<file path="src/rtl/bt_pkg.sv">
package bt_pkg;

    localparam int unsigned PC_W  = 16;
    localparam int unsigned NIB_W = 4;
    localparam int unsigned IMM_W = 8;
    localparam int unsigned OP_W  = 4;

    typedef enum logic [OP_W-1:0] {
        OPC_NONE  = 4'd0,
        OPC_JREL  = 4'd1,
        OPC_JCSET = 4'd2,
        OPC_JCCLR = 4'd3,
        OPC_JZSET = 4'd4,
        OPC_JZCLR = 4'd5,
        OPC_JNIB  = 4'd6,
        OPC_JPAIR = 4'd7,
        OPC_JABS  = 4'd8,
        OPC_CREL  = 4'd9,
        OPC_PFX   = 4'd10
    } bt_op_e;

    typedef struct packed {
        logic            redirect;
        logic            absolute;
        logic            is_call;
        logic [PC_W-1:0] disp;
    } bt_plan_t;

    function automatic logic cond_holds(input logic [OP_W-1:0] code,
                                        input logic c, input logic z);
        logic r;
        case (code)
            OPC_JCSET: r = c;
            OPC_JCCLR: r = ~c;
            OPC_JZSET: r = z;
            OPC_JZCLR: r = ~z;
            default:   r = 1'b0;
        endcase
        return r;
    endfunction

    function automatic logic uses_imm_rel(input logic [OP_W-1:0] code);
        return (code == OPC_JREL) || (code == OPC_CREL) ||
               (code == OPC_JCSET) || (code == OPC_JCCLR) ||
               (code == OPC_JZSET) || (code == OPC_JZCLR);
    endfunction

endpackage

</file>
<file path="src/rtl/bt_ext_prefix.sv">
module bt_ext_prefix
    import bt_pkg::*;
#(
    parameter int unsigned P_PC_W  = PC_W,
    parameter int unsigned P_IMM_W = IMM_W,
    parameter bit          EXT_EN  = 1'b1,
    localparam int unsigned EXT_W  = P_PC_W - P_IMM_W
) (
    input  logic               clk,
    input  logic               rst,
    input  logic               instr_valid,
    input  logic [OP_W-1:0]    op,
    input  logic [P_IMM_W-1:0] imm8,
    output logic               ext_on,
    output logic [EXT_W-1:0]   ext_byte
);

    generate
        if (EXT_EN) begin : g_ext
            logic             on_q;
            logic [EXT_W-1:0] byte_q;

            always_ff @(posedge clk) begin
                if (rst) begin
                    on_q   <= 1'b0;
                    byte_q <= '0;
                end else if (instr_valid) begin
                    if (op == OPC_PFX) begin
                        on_q   <= 1'b1;
                        byte_q <= EXT_W'(imm8);
                    end else begin
                        on_q   <= 1'b0;
                    end
                end
            end

            assign ext_on   = on_q;
            assign ext_byte = byte_q;
        end else begin : g_noext
            assign ext_on   = 1'b0;
            assign ext_byte = '0;
        end
    endgenerate

endmodule

</file>
<file path="src/rtl/bt_disp_sel.sv">
module bt_disp_sel
    import bt_pkg::*;
#(
    parameter int unsigned P_PC_W  = PC_W,
    parameter int unsigned P_NIB_W = NIB_W,
    parameter int unsigned P_IMM_W = IMM_W,
    localparam int unsigned EXT_W  = P_PC_W - P_IMM_W
) (
    input  logic [OP_W-1:0]    op,
    input  logic [P_IMM_W-1:0] imm8,
    input  logic [P_NIB_W-1:0] reg_a,
    input  logic [P_IMM_W-1:0] reg_ba,
    input  logic               flag_c,
    input  logic               flag_z,
    input  logic               ext_on,
    input  logic [EXT_W-1:0]   ext_byte,
    output bt_plan_t           plan
);

    logic [P_PC_W-1:0] rel_short;
    logic [P_PC_W-1:0] rel_long;
    logic [P_PC_W-1:0] rel_disp;

    assign rel_short = {{EXT_W{imm8[P_IMM_W-1]}}, imm8};
    assign rel_long  = {ext_byte, imm8};
    assign rel_disp  = ext_on ? rel_long : rel_short;

    always_comb begin
        plan          = '0;
        plan.disp     = rel_disp;
        case (op)
            OPC_JREL: begin
                plan.redirect = 1'b1;
            end
            OPC_CREL: begin
                plan.redirect = 1'b1;
                plan.is_call  = 1'b1;
            end
            OPC_JCSET, OPC_JCCLR, OPC_JZSET, OPC_JZCLR: begin
                plan.redirect = cond_holds(op, flag_c, flag_z);
            end
            OPC_JNIB: begin
                plan.redirect = 1'b1;
                plan.disp     = P_PC_W'(reg_a);
            end
            OPC_JPAIR: begin
                plan.redirect = 1'b1;
                plan.disp     = P_PC_W'(reg_ba);
            end
            OPC_JABS: begin
                plan.redirect = 1'b1;
                plan.absolute = 1'b1;
            end
            default: begin
                plan.redirect = 1'b0;
            end
        endcase
    end

endmodule

</file>
<file path="src/rtl/bt_target_add.sv">
module bt_target_add
    import bt_pkg::*;
#(
    parameter int unsigned P_PC_W = PC_W
) (
    input  logic [P_PC_W-1:0] pc,
    input  logic [P_PC_W-1:0] reg_y,
    input  bt_plan_t          plan,
    output logic [P_PC_W-1:0] next_pc,
    output logic [P_PC_W-1:0] ret_addr,
    output logic              taken,
    output logic              call_push
);

    logic [P_PC_W-1:0] seq_pc;
    logic [P_PC_W-1:0] rel_pc;

    assign seq_pc = pc + P_PC_W'(1);
    assign rel_pc = seq_pc + plan.disp;

    always_comb begin
        if (!plan.redirect) begin
            next_pc = seq_pc;
        end else if (plan.absolute) begin
            next_pc = reg_y;
        end else begin
            next_pc = rel_pc;
        end
    end

    assign ret_addr  = seq_pc;
    assign taken     = plan.redirect;
    assign call_push = plan.is_call & plan.redirect;

endmodule

</file>
<file path="src/rtl/branch_target_gen.sv">
module branch_target_gen
    import bt_pkg::*;
#(
    parameter int unsigned P_PC_W  = PC_W,
    parameter int unsigned P_NIB_W = NIB_W,
    parameter int unsigned P_IMM_W = IMM_W,
    parameter bit          EXT_EN  = 1'b1,
    localparam int unsigned EXT_W  = P_PC_W - P_IMM_W
) (
    input  logic               clk,
    input  logic               rst,
    input  logic               instr_valid,
    input  logic [OP_W-1:0]    op,
    input  logic [P_PC_W-1:0]  pc,
    input  logic [P_IMM_W-1:0] imm8,
    input  logic [P_NIB_W-1:0] reg_a,
    input  logic [P_IMM_W-1:0] reg_ba,
    input  logic [P_PC_W-1:0]  reg_y,
    input  logic               flag_c,
    input  logic               flag_z,
    output logic [P_PC_W-1:0]  next_pc,
    output logic               taken,
    output logic               call_push,
    output logic [P_PC_W-1:0]  ret_addr,
    output logic               ext_active
);

    logic             ext_on;
    logic [EXT_W-1:0] ext_byte;
    bt_plan_t         plan;

    bt_ext_prefix #(
        .P_PC_W  (P_PC_W),
        .P_IMM_W (P_IMM_W),
        .EXT_EN  (EXT_EN)
    ) u_prefix (
        .clk         (clk),
        .rst         (rst),
        .instr_valid (instr_valid),
        .op          (op),
        .imm8        (imm8),
        .ext_on      (ext_on),
        .ext_byte    (ext_byte)
    );

    bt_disp_sel #(
        .P_PC_W  (P_PC_W),
        .P_NIB_W (P_NIB_W),
        .P_IMM_W (P_IMM_W)
    ) u_sel (
        .op       (op),
        .imm8     (imm8),
        .reg_a    (reg_a),
        .reg_ba   (reg_ba),
        .flag_c   (flag_c),
        .flag_z   (flag_z),
        .ext_on   (ext_on),
        .ext_byte (ext_byte),
        .plan     (plan)
    );

    bt_target_add #(
        .P_PC_W (P_PC_W)
    ) u_add (
        .pc        (pc),
        .reg_y     (reg_y),
        .plan      (plan),
        .next_pc   (next_pc),
        .ret_addr  (ret_addr),
        .taken     (taken),
        .call_push (call_push)
    );

    assign ext_active = ext_on;

endmodule

</file>
<file path="config.mk">
export PLATFORM = sky130hd
export DESIGN_NAME = branch_target_gen
export DESIGN_NICKNAME = d
export VERILOG_FILES = /design/src/rtl/bt_pkg.sv /design/src/rtl/bt_ext_prefix.sv /design/src/rtl/bt_disp_sel.sv /design/src/rtl/bt_target_add.sv /design/src/rtl/branch_target_gen.sv
export SDC_FILE = /design/constraint.sdc
export NUM_CORES = 1
export LEC_CHECK = 0
export BUFFER_PORTS_ARGS = -buffer_cell sky130_fd_sc_hd__buf_4
export CORE_ASPECT_RATIO = 0.9
export CORE_UTILIZATION = 47
export DETAILED_ROUTE_END_ITERATION = 10
export GPL_ROUTABILITY_DRIVEN = 0
export PLACE_DENSITY = 0.84
export SYNTH_ARGS = -nofsm -noshare
export SYNTH_HDL_FRONTEND = slang
export SYNTH_SLANG_ARGS = --single-unit
</file>
<file path="constraint.sdc">
create_clock -name clk -period 5.6 [get_ports clk]
set_clock_uncertainty 0.05 [all_clocks]
set_input_delay 1.12 -clock clk [delete_from_list [all_inputs] [get_ports clk]]
set_output_delay 1.12 -clock clk [all_outputs]
set_load 0.01 [all_outputs]
</file>
Word-level counts from Yosys, hierarchy flattened
Cells that the tools add are included.
- output and inout port bits: 35
- input bits: 61
- flip-flop bits (word level): 9
- bitwise operators: 3
- equal/unequal tests: 10
- $add $sub $neg: 2
- reductions and logical operators: 3
- multiplexer cells: 9
- operators with widths (operator ; number):
    two-way mux 16 bit ; 3
    one-hot mux 16 bit (2 select lines) ; 1
    adder 16 x 1 -> 16 bit (second input constant) ; 1
    adder 16 bit ; 1
    equality test 4 x 3 -> 1 bit (second input constant) ; 4
    equality test 4 bit (second input constant) ; 3
    equality test 4 x 2 -> 1 bit (second input constant) ; 2
    OR reduction 5 bit ; 1
    equality test 4 x 1 -> 1 bit (second input constant) ; 1
    one-hot mux 1 bit (4 select lines) ; 1
    OR reduction 4 bit ; 1
    two-way mux 1 bit ; 3
    inverter 1 bit ; 2
    one-hot mux 1 bit (2 select lines) ; 1
    AND reduction 2 bit ; 1
    AND 1 bit ; 1

Logic depth before layout (Yosys ltp)
- word-level depth: 5
- gate-level depth with buffers: 14
- gate-level depth less buffers: 13

Cells and area by module
From an unflattened synthesis, not the netlist that was laid out.
- cell total of the unflattened synthesis: 276
- area total of the unflattened synthesis: 2023.2 um^2
- by module, submodules not included (module ; instances ; area each (um^2) ; sequential area each (um^2) ; cells an instance):
    bt_target_add ; 1 ; 1285.0 ; 0.0 ; 178
    bt_ext_prefix ; 1 ; 404.1 ; 180.2 ; 39
    bt_disp_sel ; 1 ; 334.1 ; 0.0 ; 59

Least setup slack after synthesis
Ideal clock, no wire load.
- path kind: input port to output port
- from: input op[1]
- to: output next_pc[14]
- arrival time: 4064 ps
- buffers on the path: 3
- stages on the path: 13
- setup slack: 366 ps
- cells stage by stage: clkbuf_1 and3b_1 clkbuf_1 clkbuf_1 a21oi_1 ha_1 fa_1 a21o_2 a311o_1 or3b_1 a31oi_1 xnor2_1 a221oi_1
- longest elaborated chain between the ends: 5
- elaborated cells on any way between the ends: 18
- classes of those cells: add/sub: 1; eq/ne: 9; mux: 6; reduce/logical: 2
- ends and longest elaborated chain (what ; RTL line ; source):
    start: declaration ; branch_target_gen.sv:13 ; input logic [OP_W-1:0] op,
    equality test 4 x 3 -> 1 bit ; bt_disp_sel.sv:31 ; case (op)
    one-hot mux 16 bit (2 select lines) ; bt_disp_sel.sv:31 ;
    adder 16 bit ; bt_target_add.sv:19 ; assign rel_pc = seq_pc + plan.disp;
    two-way mux 16 bit ; bt_target_add.sv:24 ; end else if (plan.absolute) begin
    two-way mux 16 bit (*) ; bt_target_add.sv:22 ; if (!plan.redirect) begin
    end: declaration ; branch_target_gen.sv:21 ; output logic [P_PC_W-1:0] next_pc,
Every way passes the cells marked *; elsewhere a longest branch is shown, timed or not.

Final worst setup path
- from: input op[3]
- to: output next_pc[12]
Same word-level chain as after synthesis.

==> run metrics <==
status complete, no violations; power per cell area approximately 170 mW/mm²; top cell family by delay on the critical path compound AO/OA/AOI/OAI gates; vias per cell ~5.6; DR vias ~2.3k; Net Count, Synth 360; Hold Path End u_prefix.ext_byte[5]; Hold Slack about 0.44 ns; H-tree levels 1; Slew @ Worst Pin about 0.73 ns; CTS max path bufs 2; Final Hold Fails 0; initial antenna violation count 0; Lkg Pwr approximately 1.3 nW; GRT Overall Usage 0.261; Setup Fix Bufs, Post-CTS 0; Switching Share 0.400; Remaining DRCs 0; Tmin final 5.11 ns; RSZ-0062 raised after global routing false; # diodes 0; sequential area share after synthesis 0.0949; synth top area cells ha_1, a21oi_1, dfxtp_1; Logic pwr share 0.679; WL/cell 14.2 µm; Final ANT Viol Nets 0; Area Growth Syn to Fin 40.1%; Synth area leader ha_1; total core area around 0.0038 mm²; Max Slew Vio Count 0; Hold WC Path Type reg -> reg; worst rel slew slack 0.508; Crit-path slowest cell and3b_1; final setup vio count 0; Post-Syn Area 0.00190 mm²; clock network power share 0.172; drt pass-1 iters 4; first-pass GRT wire length about 9500 µm; Top-Level Pins 96; most common library cells after synthesis a21oi_1, nor2_1, nand2_1, ha_1, o21ai_0; DR iter-0 viols around 140; die height just over 60 µm; Most Frequent Cell on Critical Path buf_4; hold buffer count at CTS 0; Startpoint Class primary input; root buf cell clkbuf_8; total wire length after detailed routing between 5000 and 6000 µm; CP max stage delay 0.42 ns; Internal around 0.26 mW; CP Max Fanout 16; hold depth 2; CTS buffer count 3; Filler cells 339; reg2reg end u_prefix.ext_on; # port buffers 95; NetSw 0.176 mW; PostCTS Resize Cnt 0; RR Startpoint u_prefix.ext_on; crit path cell chain buf_4, and3b_1, buf_4, o21ai_0, ha_1, a21o_1, a311o_1, or3b_1, a31o_1, xor2_1, a221oi_1, buf_4; die outline width between 60 and 70 µm; die area about 0.0043 mm²; Req. time, crit path 4.43 ns; r2r setup slk around 4.7 ns; Post-synth ARST share 0; Clk pin slew, worst setup/hold paths ~0.04 ns; top-count cell post-synth a21oi_1; initial core utilization 0.502; CTS tree built; Crit Path Class in -> out; share of layout cells above drive strength 1 0.290; pin count of the biggest net entering global routing 17; flops & latches, synth 9; combined buffer and inverter count along the critical path 3; Avg Inst Size Synth approximately 6.7 µm²; reg2reg path depth 2; top_reg_cell synth dfxtp_1; Yosys cell types between 40 and 50; Post-synth EDFFs 0; DPL Wire Length a little under 5000 µm; Hold Path Origin u_prefix.ext_byte[5]; setup tns final 0 ns; Max Cap Viol 0; peak supply drop around 0.1 mV; fmax 0.196 GHz; clock sinks 9; fin crit share 0.912; Placement Rows 21; Yosys Warn Count 0; Clock Latency Late Sink 0.23 ns; post-synthesis cell count ~280; Arrival @ worst endpoint 3.94 ns; vias in the first global route roughly 2.1k; Final Net Count 445; Sequential Power Share 0.150; share of the synthesized area in the top cell type 0.105; GRT Residual Overflow 0; Critical Path End Type output port
layout make-up:
type                       count  area, µm²  area share
clock buffer                   4       45.0      0.0169
timing repair buffer          96        721       0.271
tap                           46       57.6      0.0216
sequential                     9        180      0.0677
multi-input combinational    247       1620       0.609
inverter                      10       37.5      0.0141
cells in the final DEF, fill, tap and decap left out, types with 5 or more instances in the layout:
cell	netlist	routed
a21oi_1	39	39
inv_1	10	10
nor2_1	31	31
mux2i_1	10	10
o21ai_0	16	16
nand4_1	7	7
buf_4	0	96
nand2b_1	5	5
nand3_1	11	11
ha_1	16	16
xor2_1	12	12
dfxtp_1	9	9
nand2_1	28	28
xnor2_1	14	14
worst min-delay path: stages (launching register included):
cell,delay [ns]
dfxtp_1,0.32
a21oi_1,0.06
nor2_1,0.07
layer usage:
metal  vias to the layer above  track usage  share of wire
met5                         -            0              0
met4                         0       0.0332         0.0033
met3                         2       0.0357          0.052
met2                        80        0.471           0.50
met1                      1055        0.337           0.45
li1                       1188            -              -
metrics by stage:
stage / cells / setup WS (ns) / total power [mW] / instance area, µm² / utilization
after global placement: 408 / 0.549 / 0.359 / 2620 / 0.691
after global routing: 412 / 0.249 / 0.473 / 2660 / 0.703
after CTS: 412 / 0.526 / 0.439 / 2660 / 0.703
final: 412 / 0.494 / 0.440 / 2660 / 0.703
after floorplan: 282 / 0.366 / 0.244 / 1900 / -
after detailed placement: 408 / 0.536 / 0.362 / 2620 / 0.691
flip-flops by register name, indices dropped and copies added (netlist names):
| register | cells |
|---|---|
| u_prefix.ext_on | 1 |
| u_prefix.ext_byte | 8 |
power groups by stage:
stage               combinational, mW  sequential (mW)  clock, mW
global route                    0.326           0.0659     0.0812
global placement                0.292           0.0669          0
detailed placement              0.295           0.0670          0
finish                          0.299           0.0659     0.0756
CTS                             0.298           0.0658     0.0755
floorplan                       0.177           0.0666          0
logic make-up (layout without fill, tap and decap cells):
group / count (synthesis) / in the layout / share of synthesized area
adders and majority gates: 17 / 17 / 0.116
and+or+nand+nor: 101 / 101 / 0.258
DFF: 9 / 9 / 0.0949
buffers and inverters: 26 / 110 / 0.0527
muxes: 14 / 14 / 0.0764
AOI/OAI and AO/OA: 89 / 89 / 0.283
xor gates and xnor gates: 26 / 26 / 0.120
worst max path at each step:
stage                from           to  slack (ns)  cells past startpoint
floorplan           op[1]  next_pc[14]        0.37                     13
global placement    op[3]  next_pc[12]        0.55                     12
detailed placement  op[3]  next_pc[14]        0.54                     12
CTS                 op[3]  next_pc[12]        0.53                     12
global route        op[3]  next_pc[12]        0.25                     12
finish              op[3]  next_pc[12]        0.49                     12
No activity file was read; power rests on OpenSTA's default activity.
